File: src/rtl/pie_dec_pkg.sv
`timescale 1ns/1ps
package pie_dec_pkg;
  typedef enum logic [1:0] {
    ST_IDLE,
    ST_HIGH,
    ST_LOW0
  } pie_state_e;

  typedef enum logic [1:0] {
    CLS_SHORT,
    CLS_ZERO,
    CLS_GAP,
    CLS_ONE
  } pie_cls_e;
endpackage

File: src/rtl/pie_edge_det.sv
`timescale 1ns/1ps
module pie_edge_det (
  input  logic clk_i,
  input  logic rst_ni,
  input  logic data_i,
  output logic lvl_o,
  output logic rise_o,
  output logic fall_o
);
  logic cur_q, prev_q;

  always_ff @(posedge clk_i or negedge rst_ni) begin
    if (!rst_ni) begin
      cur_q  <= 1'b0;
      prev_q <= 1'b0;
    end else begin
      cur_q  <= data_i;
      prev_q <= cur_q;
    end
  end

  assign lvl_o  = cur_q;
  assign rise_o = cur_q & ~prev_q;
  assign fall_o = ~cur_q & prev_q;
endmodule

File: src/rtl/pie_cell_timer.sv
`timescale 1ns/1ps
module pie_cell_timer #(
  parameter int CNT_W = 7
) (
  input  logic             clk_i,
  input  logic             rst_ni,
  input  logic             restart_i,
  input  logic             run_i,
  output logic [CNT_W-1:0] cnt_o
);
  localparam logic [CNT_W-1:0] CNT_MAX = '1;
  logic [CNT_W-1:0] cnt_q;

  always_ff @(posedge clk_i or negedge rst_ni) begin
    if (!rst_ni)            cnt_q <= '0;
    else if (restart_i)     cnt_q <= CNT_W'(1);
    else if (!run_i)        cnt_q <= '0;
    else if (cnt_q != CNT_MAX) cnt_q <= cnt_q + CNT_W'(1);
  end

  assign cnt_o = cnt_q;
endmodule

File: src/rtl/pie_fall_class.sv
`timescale 1ns/1ps
module pie_fall_class
  import pie_dec_pkg::*;
#(
  parameter int CNT_W = 7,
  parameter int Z_MIN = 29,
  parameter int Z_MAX = 42,
  parameter int O_MIN = 61,
  parameter int O_MAX = 105
) (
  input  logic [CNT_W-1:0] cnt_i,
  output pie_cls_e         cls_o
);
  always_comb begin
    if (cnt_i < CNT_W'(Z_MIN))       cls_o = CLS_SHORT;
    else if (cnt_i <= CNT_W'(Z_MAX)) cls_o = CLS_ZERO;
    else if (cnt_i < CNT_W'(O_MIN))  cls_o = CLS_GAP;
    else if (cnt_i <= CNT_W'(O_MAX)) cls_o = CLS_ONE;
    else                             cls_o = CLS_GAP;
  end
endmodule

File: src/rtl/pie_sym_dec.sv
`timescale 1ns/1ps
module pie_sym_dec
  import pie_dec_pkg::*;
#(
  parameter int Z_MIN  = 29,
  parameter int Z_MAX  = 42,
  parameter int O_MIN  = 61,
  parameter int O_MAX  = 105,
  parameter int LO_CHK = 52
) (
  input  logic clk_i,
  input  logic rst_ni,
  input  logic en_i,
  input  logic data_i,
  output logic bit_valid_o,
  output logic bit_o,
  output logic sym_err_o
);
  localparam int CNT_W = $clog2(O_MAX + 2);

  logic             lvl, rise, fall;
  logic [CNT_W-1:0] cnt;
  pie_cls_e         cls;
  pie_state_e       state_q, state_d;
  logic             restart, run;
  logic             v_d, b_d, e_d;
  logic             v_q, b_q, e_q;

  pie_edge_det u_edge (
    .clk_i  (clk_i),
    .rst_ni (rst_ni),
    .data_i (data_i),
    .lvl_o  (lvl),
    .rise_o (rise),
    .fall_o (fall)
  );

  pie_cell_timer #(.CNT_W(CNT_W)) u_timer (
    .clk_i     (clk_i),
    .rst_ni    (rst_ni),
    .restart_i (restart),
    .run_i     (run),
    .cnt_o     (cnt)
  );

  pie_fall_class #(
    .CNT_W (CNT_W),
    .Z_MIN (Z_MIN),
    .Z_MAX (Z_MAX),
    .O_MIN (O_MIN),
    .O_MAX (O_MAX)
  ) u_class (
    .cnt_i (cnt),
    .cls_o (cls)
  );

  always_comb begin
    state_d = state_q;
    restart = 1'b0;
    run     = (state_q != ST_IDLE);
    v_d     = 1'b0;
    b_d     = 1'b0;
    e_d     = 1'b0;
    if (!en_i) begin
      state_d = ST_IDLE;
      run     = 1'b0;
    end else begin
      unique case (state_q)
        ST_IDLE: begin
          if (rise) begin
            state_d = ST_HIGH;
            restart = 1'b1;
          end
        end
        ST_HIGH: begin
          if (fall) begin
            unique case (cls)
              CLS_ZERO: state_d = ST_LOW0;
              CLS_ONE: begin
                v_d     = 1'b1;
                b_d     = 1'b1;
                state_d = ST_IDLE;
              end
              default: begin
                e_d     = 1'b1;
                state_d = ST_IDLE;
              end
            endcase
          end else if (cnt == CNT_W'(O_MAX)) begin
            // still high at the last legal fall point
            e_d     = 1'b1;
            state_d = ST_IDLE;
          end
        end
        ST_LOW0: begin
          if (rise) begin
            e_d     = 1'b1;
            state_d = ST_IDLE;
          end else if (cnt == CNT_W'(LO_CHK)) begin
            v_d     = ~lvl;
            e_d     = lvl;
            state_d = ST_IDLE;
          end
        end
        default: state_d = ST_IDLE;
      endcase
    end
  end

  always_ff @(posedge clk_i or negedge rst_ni) begin
    if (!rst_ni) begin
      state_q <= ST_IDLE;
      v_q     <= 1'b0;
      b_q     <= 1'b0;
      e_q     <= 1'b0;
    end else begin
      state_q <= state_d;
      v_q     <= v_d;
      b_q     <= b_d;
      e_q     <= e_d;
    end
  end

  assign bit_valid_o = v_q;
  assign bit_o       = b_q;
  assign sym_err_o   = e_q;
endmodule

File: config.mk
export PLATFORM = sky130hd
export DESIGN_NAME = pie_sym_dec
export DESIGN_NICKNAME = d
export VERILOG_FILES = /design/src/rtl/pie_dec_pkg.sv /design/src/rtl/pie_edge_det.sv /design/src/rtl/pie_cell_timer.sv /design/src/rtl/pie_fall_class.sv /design/src/rtl/pie_sym_dec.sv
export SDC_FILE = /design/constraint.sdc
export NUM_CORES = 1
export LEC_CHECK = 0
export BUFFER_PORTS_ARGS = -buffer_cell sky130_fd_sc_hd__buf_2
export CAP_MARGIN = 20
export CELL_PAD_IN_SITES_DETAIL_PLACEMENT = 2
export CELL_PAD_IN_SITES_GLOBAL_PLACEMENT = 2
export CORE_UTILIZATION = 35
export CTS_BUF_LIST = sky130_fd_sc_hd__clkbuf_8
export CTS_CLUSTER_DIAMETER = 50
export DETAILED_ROUTE_END_ITERATION = 10
export GPL_TIMING_DRIVEN = 0
export PLACE_DENSITY = 0.81
export SYNTH_ARGS = -nofsm -noshare
export SYNTH_HDL_FRONTEND = slang
export SYNTH_SLANG_ARGS = --single-unit
File: constraint.sdc
create_clock -name clk_i -period 1.9 [get_ports clk_i]
set_clock_uncertainty 0.1 [all_clocks]
set_input_delay 0.095 -clock clk_i [delete_from_list [all_inputs] [get_ports clk_i]]
set_output_delay 0.095 -clock clk_i [all_outputs]
set_load 0.05 [all_outputs]
**Yosys cells after proc, flatten, opt, wreduce, memory -nomap -nowiden**

Cells that the tools add are included.

- Bitwise gates (word level): 4
- Add/subtract/negate cells: 1
- Equality and inequality tests: 11
- Reductions and logical operators: 4
- Mux-type cells: 34
- $lt $le $gt $ge: 4

Operators by type and width:

| kind | number |
|---|---|
| $mux 7 | 3 |
| $mux 2 | 10 |
| $mux 1 | 18 |
| $ne 4x4->1 const B | 2 |
| $add 7x1->7 const B | 1 |
| $eq 7x6->1 const B | 1 |
| $eq 7x7->1 const B | 1 |
| $le 7x6->1 const B | 1 |
| $le 7x7->1 const B | 1 |
| $lt 7x5->1 const B | 1 |
| $lt 7x6->1 const B | 1 |
| $ne 7x7->1 const B | 1 |
| $ne 3x3->1 const B | 2 |
| $pmux 2 s3 | 1 |
| $eq 2x1->1 const B | 2 |
| $eq 2x2->1 const B | 2 |
| $pmux 1 s2 | 2 |
| $reduce_and 3->1 | 1 |
| $and 1x1->1 | 2 |
| $logic_not 2->1 | 1 |
| $not 1->1 | 2 |
| $reduce_bool 2->1 | 1 |
| $reduce_or 2->1 | 1 |

- Bits in registers: 14
- Input bits: 4
- Word-level logic and storage cells: 65
- Output and inout bits: 3

**Logic depth before layout (Yosys ltp)**

Gate-level depths: netlist of run 1.

- Depth in word-level cells: 11
- Depth in mapped cells: 6
- Gate-level depth less buffers: 6

**Hierarchy**

Synthesis of run 1 repeated with hierarchy kept, for this count alone.

- Cells, all modules: 90
- Area, all modules: 878.3 µm²

Modules (own cells, without submodules):

| module | times used | seq. area each (µm²) | cells each | area each (µm²) |
|---|---|---|---|---|
| pie_sym_dec | 1 | 125.1 | 39 | 384.1 |
| pie_cell_timer | 1 | 175.2 | 37 | 360.3 |
| pie_fall_class | 1 | 0.0 | 10 | 68.8 |
| pie_edge_det | 1 | 50.0 | 4 | 65.1 |

**Worst setup path after synthesis of run 1**

OpenSTA, ideal clock, no wires.

- Kind: reg-to-reg
- From: register u_timer.cnt_q[0], in the netlist u_timer.cnt_o[0]
- To: register state_q[1]
- Arrival time: 1.626 ns
- Period minus slack after synthesis: 1.804 ns
- Buffers on the path: 0
- Library setup time: 0.078 ns
- Cell stages (with the launch flop): 7
- Data required time: 1.722 ns
- Setup slack: 0.096 ns
- Cells stage by stage: dfrtp_1 -> inv_1 -> ha_1 -> nand4bb_4 -> o311a_1 -> a2111o_1 -> a21boi_1

- Longest elaborated chain between the ends: 10
- Elaborated cells on any way between the ends: 18
- Classes of those cells: order compare (4); eq/ne (5); mux (8); reduce/logical (1)

Ends and longest elaborated chain:

| element | line | source |
|---|---|---|
| start, declared | pie_cell_timer.sv:12 | `logic [CNT_W-1:0] cnt_q;` |
| start signal, assigned | pie_cell_timer.sv:18 | `else if (cnt_q != CNT_MAX) cnt_q <= cnt_q + CNT_W'(1);` |
| $le 7x7->1 | pie_fall_class.sv:18 | `else if (cnt_i <= CNT_W'(O_MAX)) cls_o = CLS_ONE;` |
| $mux 1 | pie_fall_class.sv:18 |  |
| $mux 2 | pie_fall_class.sv:17 | `else if (cnt_i < CNT_W'(O_MIN)) cls_o = CLS_GAP;` |
| $mux 2 | pie_fall_class.sv:16 | `else if (cnt_i <= CNT_W'(Z_MAX)) cls_o = CLS_ZERO;` |
| $mux 2 | pie_fall_class.sv:15 | `if (cnt_i < CNT_W'(Z_MIN)) cls_o = CLS_SHORT;` |
| $eq 2x1->1 | pie_sym_dec.sv:77 | `unique case (cls)` |
| $mux 2 | pie_sym_dec.sv:77 |  |
| $mux 2 | pie_sym_dec.sv:76 | `if (fall) begin` |
| $pmux 2 s3 | pie_sym_dec.sv:68 | `unique case (state_q)` |
| $mux 2 | pie_sym_dec.sv:64 | `if (!en_i) begin` |
| end signal, assigned | pie_sym_dec.sv:117 | `state_q <= state_d;` |
| end, declared | pie_sym_dec.sv:24 | `pie_state_e state_q, state_d;` |

Several ways; a longest one is shown, not always the timed one.
A chain may end at the register's enable or synchronous reset.

**Final worst setup path of run 1**

Same ends and word-level chain as after synthesis.

==> qor.yml, run 1 <==
vias_per_cell: 5.57
ant_nets: 0
synth_compound_area_share_pct: 17.8
final_max_slew_viol_count: 0
die_area_mm2: 0.00283
cts_tree: "built"
start_util_pct: 37.1
die_x_um: 53.2
clkTransAtPathRegs_ns: 0.05
final_nets: 127
dr_total_vias: 802
hold_slack_ns: 0.0702
gp_congestion: 0.778
drt_iter0_drc: 3
reg2reg_slack_ns: 0.06
yosys.area_share.simple_pct: 25.5
clk_latency_ns: 0.24
min_from: "en_i"
finalHoldViolCount: 0
ctsHtreeMaxLevel: 1
synth_top_family_by_area: "simple AND/OR/NAND/NOR gates"
first_pass_iters: 4
grt_pass1_vias: 791
synthXorXnorAreaFrac_pct: 1.91
power.density_mw_per_mm2: 558
synthTopCellsByArea: "dfrtp_1 (38%), ha_1 (9.5%), nand2_1 (4.1%)"
core_area_mm2: 0.00248
synthCells: 98
antenna_cells: 0
worstReg2RegEnd: "state_q[1]"
holdCritPathClass: "input pin to register"
startpoint_type: "register"
dpl.hpwl_um: 1810
cts_made_buffers: 3
status: "finished clean"
final_cells: 144
clkSinkCount: 14
grt_pass1_wl_um: 3890
min_period_ns: 1.84
cp.arrival_ns: 1.91
period_share_pct: 97.1
portBuffers: 6
synthArstFlopShare_pct: 100
finalSetupViolCount: 0
cp_max_fo: 3
io_pins: 7
dp_cells: 134
ys_warn_count: 0
wirelength_um: 2640
maxSlewHeadroom_pct: 72.4
antenna_found_initial: 0
max_cap_viol_count: 0
synth-main-ff-cell: "dfrtp_1"
ys_ff_latch: 14
peakVddDrop_v: 0.000379
synth_top_area_share_pct: 38.1
fill_cells: 287
post_drt_wl_per_cell_um: 18.3
synthMuxAreaShare_pct: 1.09
ff2ff_path_depth: 6
setup_tns_ns: 0
min_to: "state_q[0]"
worstSetupPathType: "register to register"
row_count: 18
tightest_slew_ns: 0.408
clk_path_buf_depth: 2
power_leakage_uw: 0.000469
syn_area_per_cell_um2: 9.37
fmax_ghz: 0.542
synth_adder_area_share_pct: 9.54
yosys.area.top_type: "dfrtp_1"
grt_overflow: 0
die_h_um: 53.2
drive_gt1_share_pct: 25.4
cts_root_buffer: "clkbuf_8"
syn_to_final_growth_pct: 22.3
yosysUniqueCellTypes: 38
endpoint_kind: "register"
drc: 0
yosysSeqAreaShare_pct: 38.1
p_total_uw: 627
grt.total_usage_pct: 19.9
required_ns: 1.97
syn_area_um2: 918
rsz0062_at_grt: "yes"
synth_edf_count: 0
worstHoldPathCells: 2
synth_fp_nets: 109
grt_max_degree: 15
reg2reg_from: "u_timer.cnt_o[0]"
## worst max-delay path by stage
stage | startpoint | endpoint | slack, ns | cells after the start
6_report | u_timer.cnt_o[0] | state_q[1] | 0.06 | 6
5_1_grt | state_q[0] | state_q[1] | -0.01 | 6
4_1_cts | u_timer.cnt_o[0] | state_q[1] | -0.07 | 6
3_5_place_dp | u_timer.cnt_o[0] | state_q[1] | -0.14 | 6
3_3_place_gp | u_timer.cnt_o[0] | state_q[1] | -0.09 | 6
2_1_floorplan | u_timer.cnt_o[0] | state_q[1] | 0.1 | 6
## sequential cells by signal, indices dropped and copies added, names as in the netlist
register       flops
bit_o              1
bit_valid_o        1
state_q            2
sym_err_o          1
u_edge.lvl_o       1
u_edge.prev_q      1
u_timer.cnt_o      7
## timing repair
item                                    in CTS  in global routing
hold buffers                                 2                  0
gates resized for setup                      5                  6
endpoints found under the setup margin       4                  2
setup buffers                                0                  5
hold endpoints to repair                    15                  0
pin swaps                                    0                  0
## metal layers
metal | up-vias | wire, µm | GRT usage (%)
met3 | 2 | 74 | 6.03
met4 | 0 | 8 | 3.95
met2 | 11 | 1340 | 33.8
met5 | - | 0 | 0
li1 | 385 | - | -
met1 | 404 | 1210 | 24.6
## layout by cell type (no fill, tap or decap), types with 2 or more instances in the layout
| cell | count |
|---|---|
| ha_1 | 6 |
| nor3_1 | 2 |
| inv_2 | 2 |
| buf_2 | 8 |
| nand2_1 | 10 |
| dlygate4sd3_1 | 2 |
| o21ai_0 | 4 |
| clkbuf_8 | 3 |
| a31oi_1 | 3 |
| buf_4 | 5 |
| inv_1 | 7 |
| dfrtp_2 | 2 |
| a21oi_1 | 3 |
| o2111ai_1 | 2 |
| nand3_1 | 2 |
| nand4_1 | 2 |
| nor2_1 | 8 |
| and3_1 | 2 |
| dfrtp_1 | 12 |
| xnor2_1 | 2 |
| nand2b_1 | 3 |
## cells by family after synthesis
family                     after synthesis
AOI/OAI and AO/OA                       22
xor gates and xnor gates                 2
adders and majority gates                7
buffers and inverters                   12
DFF                                     14
muxes                                    1
and+or+nand+nor                         40
## final cells by class
| class | instances | area [µm²] | area share, % |
|---|---|---|---|
| buffer | 3 | 21.3 | 1.89 |
| clock buffer | 3 | 41.3 | 3.67 |
| inverter | 9 | 33.8 | 3.01 |
| multi-input combinational | 72 | 549 | 48.9 |
| sequential | 14 | 353 | 31.4 |
| tap | 30 | 37.5 | 3.34 |
| timing repair buffer | 13 | 87.6 | 7.80 |
## through the flow
step / area (µm²) / util, % / setup WS, ns
2_1_floorplan: 918 / - / 0.0959
3_3_place_gp: 986 / 39.8 / -0.0945
3_5_place_dp: 986 / 39.8 / -0.139
4_1_cts: 1050 / 42.5 / -0.0724
5_1_grt: 1120 / 45.4 / -0.0116
6_report: 1120 / 45.4 / 0.0551
## critical path, cell delays in order, from the launching register on
cell and delay (ns):
dfrtp_2 0.40, inv_2 0.11, ha_4 0.16, nand4bb_4 0.13, o311a_4 0.34, a2111o_1 0.40, a21boi_1 0.13
## cell usage after synthesis, types with 2 or more instances
| library cell | n |
|---|---|
| nand2b_1 | 3 |
| nor2_1 | 9 |
| nor3_1 | 2 |
| a21oi_1 | 3 |
| o2111ai_1 | 2 |
| dfrtp_1 | 14 |
| nand2_1 | 10 |
| nand3_1 | 2 |
| a31oi_1 | 3 |
| ha_1 | 7 |
| buf_2 | 2 |
| inv_1 | 9 |
| nand4_1 | 2 |
| o21ai_0 | 4 |
| and3_1 | 2 |
| xnor2_1 | 2 |
## power breakdown
group / internal [µW] / switching [µW] / leakage (µW) / total [µW]
clock: 140 / 99.6 / 0.0000216 / 240
sequential: 304 / 6.11 / 0.000187 / 311
combinational: 35.5 / 41.4 / 0.000260 / 76.9
total: 480 / 147 / 0.000469 / 627
Power figures use the tool's default switching activity.
==> inputs of run 2 (changes only) <==
--- a/config.mk
+++ b/config.mk
@@ -5,16 +5,18 @@
 export SDC_FILE = /design/constraint.sdc
 export NUM_CORES = 1
 export LEC_CHECK = 0
+export ABC_AREA = 1
 export BUFFER_PORTS_ARGS = -buffer_cell sky130_fd_sc_hd__buf_2
 export CAP_MARGIN = 20
 export CELL_PAD_IN_SITES_DETAIL_PLACEMENT = 2
 export CELL_PAD_IN_SITES_GLOBAL_PLACEMENT = 2
-export CORE_UTILIZATION = 35
+export CORE_UTILIZATION = 32
 export CTS_BUF_LIST = sky130_fd_sc_hd__clkbuf_8
 export CTS_CLUSTER_DIAMETER = 50
 export DETAILED_ROUTE_END_ITERATION = 10
 export GPL_TIMING_DRIVEN = 0
-export PLACE_DENSITY = 0.81
+export HOLD_SLACK_MARGIN = 0.05
+export PLACE_DENSITY = 0.8
 export SYNTH_ARGS = -nofsm -noshare
 export SYNTH_HDL_FRONTEND = slang
 export SYNTH_SLANG_ARGS = --single-unit
==> run 2 against run 1 <==
  * Worst setup slack better by 0.18 ns
  * Largest power group unchanged
  * Largest cell class unchanged
  * Combinational power grew to 2.6 times the previous value
  * Sequential power grew 9.0%
==> qor.yml, run 2 <==
status: "finished clean"  # unchanged
rsz0062_at_grt: "no"  # was yes
final_cells: 158  # was 144
fmax_ghz: 0.602  # was 0.542 GHz
die_h_um: 54.8  # was 53.2 µm
post_drt_wl_per_cell_um: 15.5  # was 18.3 µm
maxSlewHeadroom_pct: 78.0  # was 72.4%
internal_power_uw: 566  # was 480 µW
cp_max_fo: 5  # was 3
drt_iter0_drc: 5  # was 3
power_frac_seq_pct: 40.2  # was 49.5%
yosysUniqueCellTypes: 20  # was 38
yosysSeqAreaShare_pct: 39.2  # was 38.1%
crit_chain: "inv_1 -> ha_1 -> nand2_1 -> nand3b_1 -> nand4_1 -> nand3_1 -> nand2_1 -> o21ai_0"  # was inv_2 -> ha_4 -> nand4bb_4 -> o311a_4 -> a2111o_1 -> a21boi_1
final_max_slew_viol_count: 0  # unchanged
die_area_mm2: 0.00301  # was 0.00283 mm²
clkSinkCount: 14  # unchanged
ys_warn_count: 0  # unchanged
power.share.clock_pct: 35.9  # was 38.2%
ff2ff_path_depth: 8  # was 6
row_count: 18  # unchanged
p_total_uw: 843  # was 627 µW
setup_ws_ns: 0.238  # was 0.0551 ns
endpoint_kind: "register"  # unchanged
syn_area_per_cell_um2: 7.70  # was 9.37 µm²
wirelength_um: 2450  # was 2640 µm
regArea_um2: 350  # was 353 µm²
clkTransAtPathRegs_ns: 0.07  # was 0.05 ns
synth_top_area_share_pct: 39.2  # was 38.1%
syn_to_final_growth_pct: 16.0  # was 22.3%
portBuffers: 6  # unchanged
grt_pass1_wl_um: 4190  # was 3890 µm
dr_total_vias: 799  # was 802
finalHoldViolCount: 0  # unchanged
crit_top_cell: "nand2_1"
fill_cells: 309  # was 287
worstHoldPathCells: 3  # was 2
cts_tree: "built"  # unchanged
drive_gt1_share_pct: 15.6  # was 25.4%
cts_root_buffer: "clkbuf_8"  # unchanged
cts_made_buffers: 3  # unchanged
synth_fp_nets: 127  # was 109
core_area_mm2: 0.00257  # was 0.00248 mm²
peakVddDrop_v: 0.000396  # was 0.000379 V
clk_path_buf_depth: 2  # unchanged
first_pass_iters: 4  # unchanged
period_share_pct: 87.5  # was 97.1%
synthArstFlopShare_pct: 100  # unchanged
dpl.hpwl_um: 1870  # was 1810 µm
ant_nets: 0  # unchanged
synth-main-ff-cell: "dfrtp_1"  # unchanged
cp_slowest_cell: "dfrtp_1"  # was dfrtp_2
combPwrFrac_pct: 23.9  # was 12.3%
vias_per_cell: 5.06  # was 5.57
setup_tns_ns: 0  # unchanged
grt_overflow: 0  # unchanged
synthCells: 116  # was 98
synthTopCellsByArea: "dfrtp_1 (39%), nand2_1 (11%), ha_1 (9.8%)"  # was dfrtp_1 (38%), ha_1 (9.5%), nand2_1 (4.1%)
start_util_pct: 34.8  # was 37.1%
largest_reg_flops: 7  # unchanged
yosys-top-cells-count: "nand2_1 (27), dfrtp_1 (14), inv_1 (14)"  # was dfrtp_1 (14), nand2_1 (10), inv_1 (9), nor2_1 (9), ha_1 (7)
layout_commonest_cell: "nand2_1"  # was dfrtp_1
tightest_slew_ns: 0.331  # was 0.408 ns
multi_input_area_um2: 483  # was 549 µm²
holdCritPathClass: "input pin to register"  # unchanged
dp_slack_ns: 0.261  # was -0.139 ns
slowest_delay_ns: 0.43  # was 0.40 ns
cp.arrival_ns: 1.69  # was 1.91 ns
switching_power_uw: 276  # was 147 µW
p_sw_share_pct: 32.8  # was 23.4%
drc: 0  # unchanged
final_nets: 140  # was 127
synth_edf_count: 0  # unchanged
antenna_cells: 0  # unchanged
yosys.area.top_type: "dfrtp_1"  # unchanged
worstSetupPathType: "register to register"  # unchanged
layout_common_cells: "nand2_1 (27), inv_1 (14), dfrtp_1 (14), nor2_1 (10), nand3_1 (8)"  # was dfrtp_1 (12), nand2_1 (10), buf_2 (8), nor2_1 (8), inv_1 (7)
grt.total_usage_pct: 20.3  # was 19.9%
cts.repair.resized: 0  # was 5
io_pins: 7  # unchanged
die_x_um: 54.8  # was 53.2 µm
max_cap_viol_count: 0  # unchanged
finalSetupViolCount: 0  # unchanged
ys_ff_latch: 14  # unchanged
grt_pass1_vias: 865  # was 791
yosysMostFrequentCell: "nand2_1"  # was dfrtp_1
startpoint_type: "register"  # unchanged
ctsHtreeMaxLevel: 1  # unchanged
syn_area_um2: 893  # was 918 µm²
antenna_found_initial: 0  # unchanged
dp_cells: 152  # was 134
power_leakage_uw: 0.000480  # was 0.000469 µW
grt_max_degree: 15  # unchanged
gp_congestion: 0.753  # was 0.778
power.density_mw_per_mm2: 813  # was 558 mW/mm²
clk_latency_ns: 0.25  # was 0.24 ns
min_period_ns: 1.66  # was 1.84 ns
required_ns: 1.93  # was 1.97 ns
## run 2: changes by cell type in the layout (fill, tap and decap cells not counted), sizes merged, moves of 3 or more
| cell | before | now |
|---|---|---|
| buf | 14 | 6 |
| inv | 9 | 16 |
| nand2 | 10 | 32 |
| nand2b | 4 | 0 |
| nand3 | 2 | 8 |
| nand4 | 2 | 5 |
| nor2 | 9 | 13 |
| nor3 | 2 | 5 |
## run 2: layout make-up
class / count / share of cell area, %
Clock buffer: 4 / 5.31
Inverter: 16 / 5.80
Multi-Input combinational cell: 86 / 46.6
Sequential cell: 14 / 33.8
Tap cell: 30 / 3.62
Timing Repair Buffer: 8 / 4.83
## run 2: worst max-delay path, delay by kind of cell, from the launching register on
family,cells,cell delay (ns)
compound gates,1,0.07
fa+ha+maj,1,0.17
buf+inv,1,0.15
flops,1,0.43
simple gates,5,0.61
## run 2: cells by family (layout without fill, tap and decap cells)
kind of cell               count (synthesis)  after routing  share of synthesized area [%]
AOI/OAI and AO/OA                         14             14                           8.40
xor gates and xnor gates                   1              1                          0.981
adders and majority gates                  7              7                           9.80
buffers and inverters                     16             28                           6.72
DFF                                       14             14                           39.2
and+or+nand+nor                           64             64                           34.9
## run 2: stage by stage
step	cell area [µm²]	util, %	hold WS, ns
finish	1040	40.4	0.101
global route	1040	40.4	0.125
CTS	1040	40.4	0.0855
detailed placement	961	37.4	-0.0778
global placement	961	37.4	-0.0860
floorplan	893	-	-0.301
## run 2: routing by layer
layer  routed length [µm]  track usage [%]
met1                 1210             27.9
met5                    0                0
met4                   10             6.41
met2                 1180             32.1
met3                   47             3.33
## run 2: worst paths after layout
check	start	end	slack, ns
min reg2reg	u_edge.lvl_o	u_edge.prev_q	0.37
min in group asynchronous	rst_ni	u_timer.cnt_o[4]	0.17
max reg2reg	u_timer.cnt_o[1]	state_q[0]	0.24
min	en_i	sym_err_o	0.10
max	u_timer.cnt_o[1]	state_q[0]	0.24
max in group asynchronous	rst_ni	u_edge.prev_q	1.28
## run 2: power by group through the flow
stage | logic (µW) | clock network, µW | registers [µW]
3_3_place_gp | 186 | 0 | 342
2_1_floorplan | 137 | 0 | 342
3_5_place_dp | 196 | 0 | 345
5_1_grt | 229 | 320 | 342
4_1_cts | 203 | 308 | 339
6_report | 201 | 303 | 339
## run 2: timing repair
item	4_1_cts	5_1_grt
setup buffers	0	0
hold endpoints to repair	15	0
hold buffers	2	0
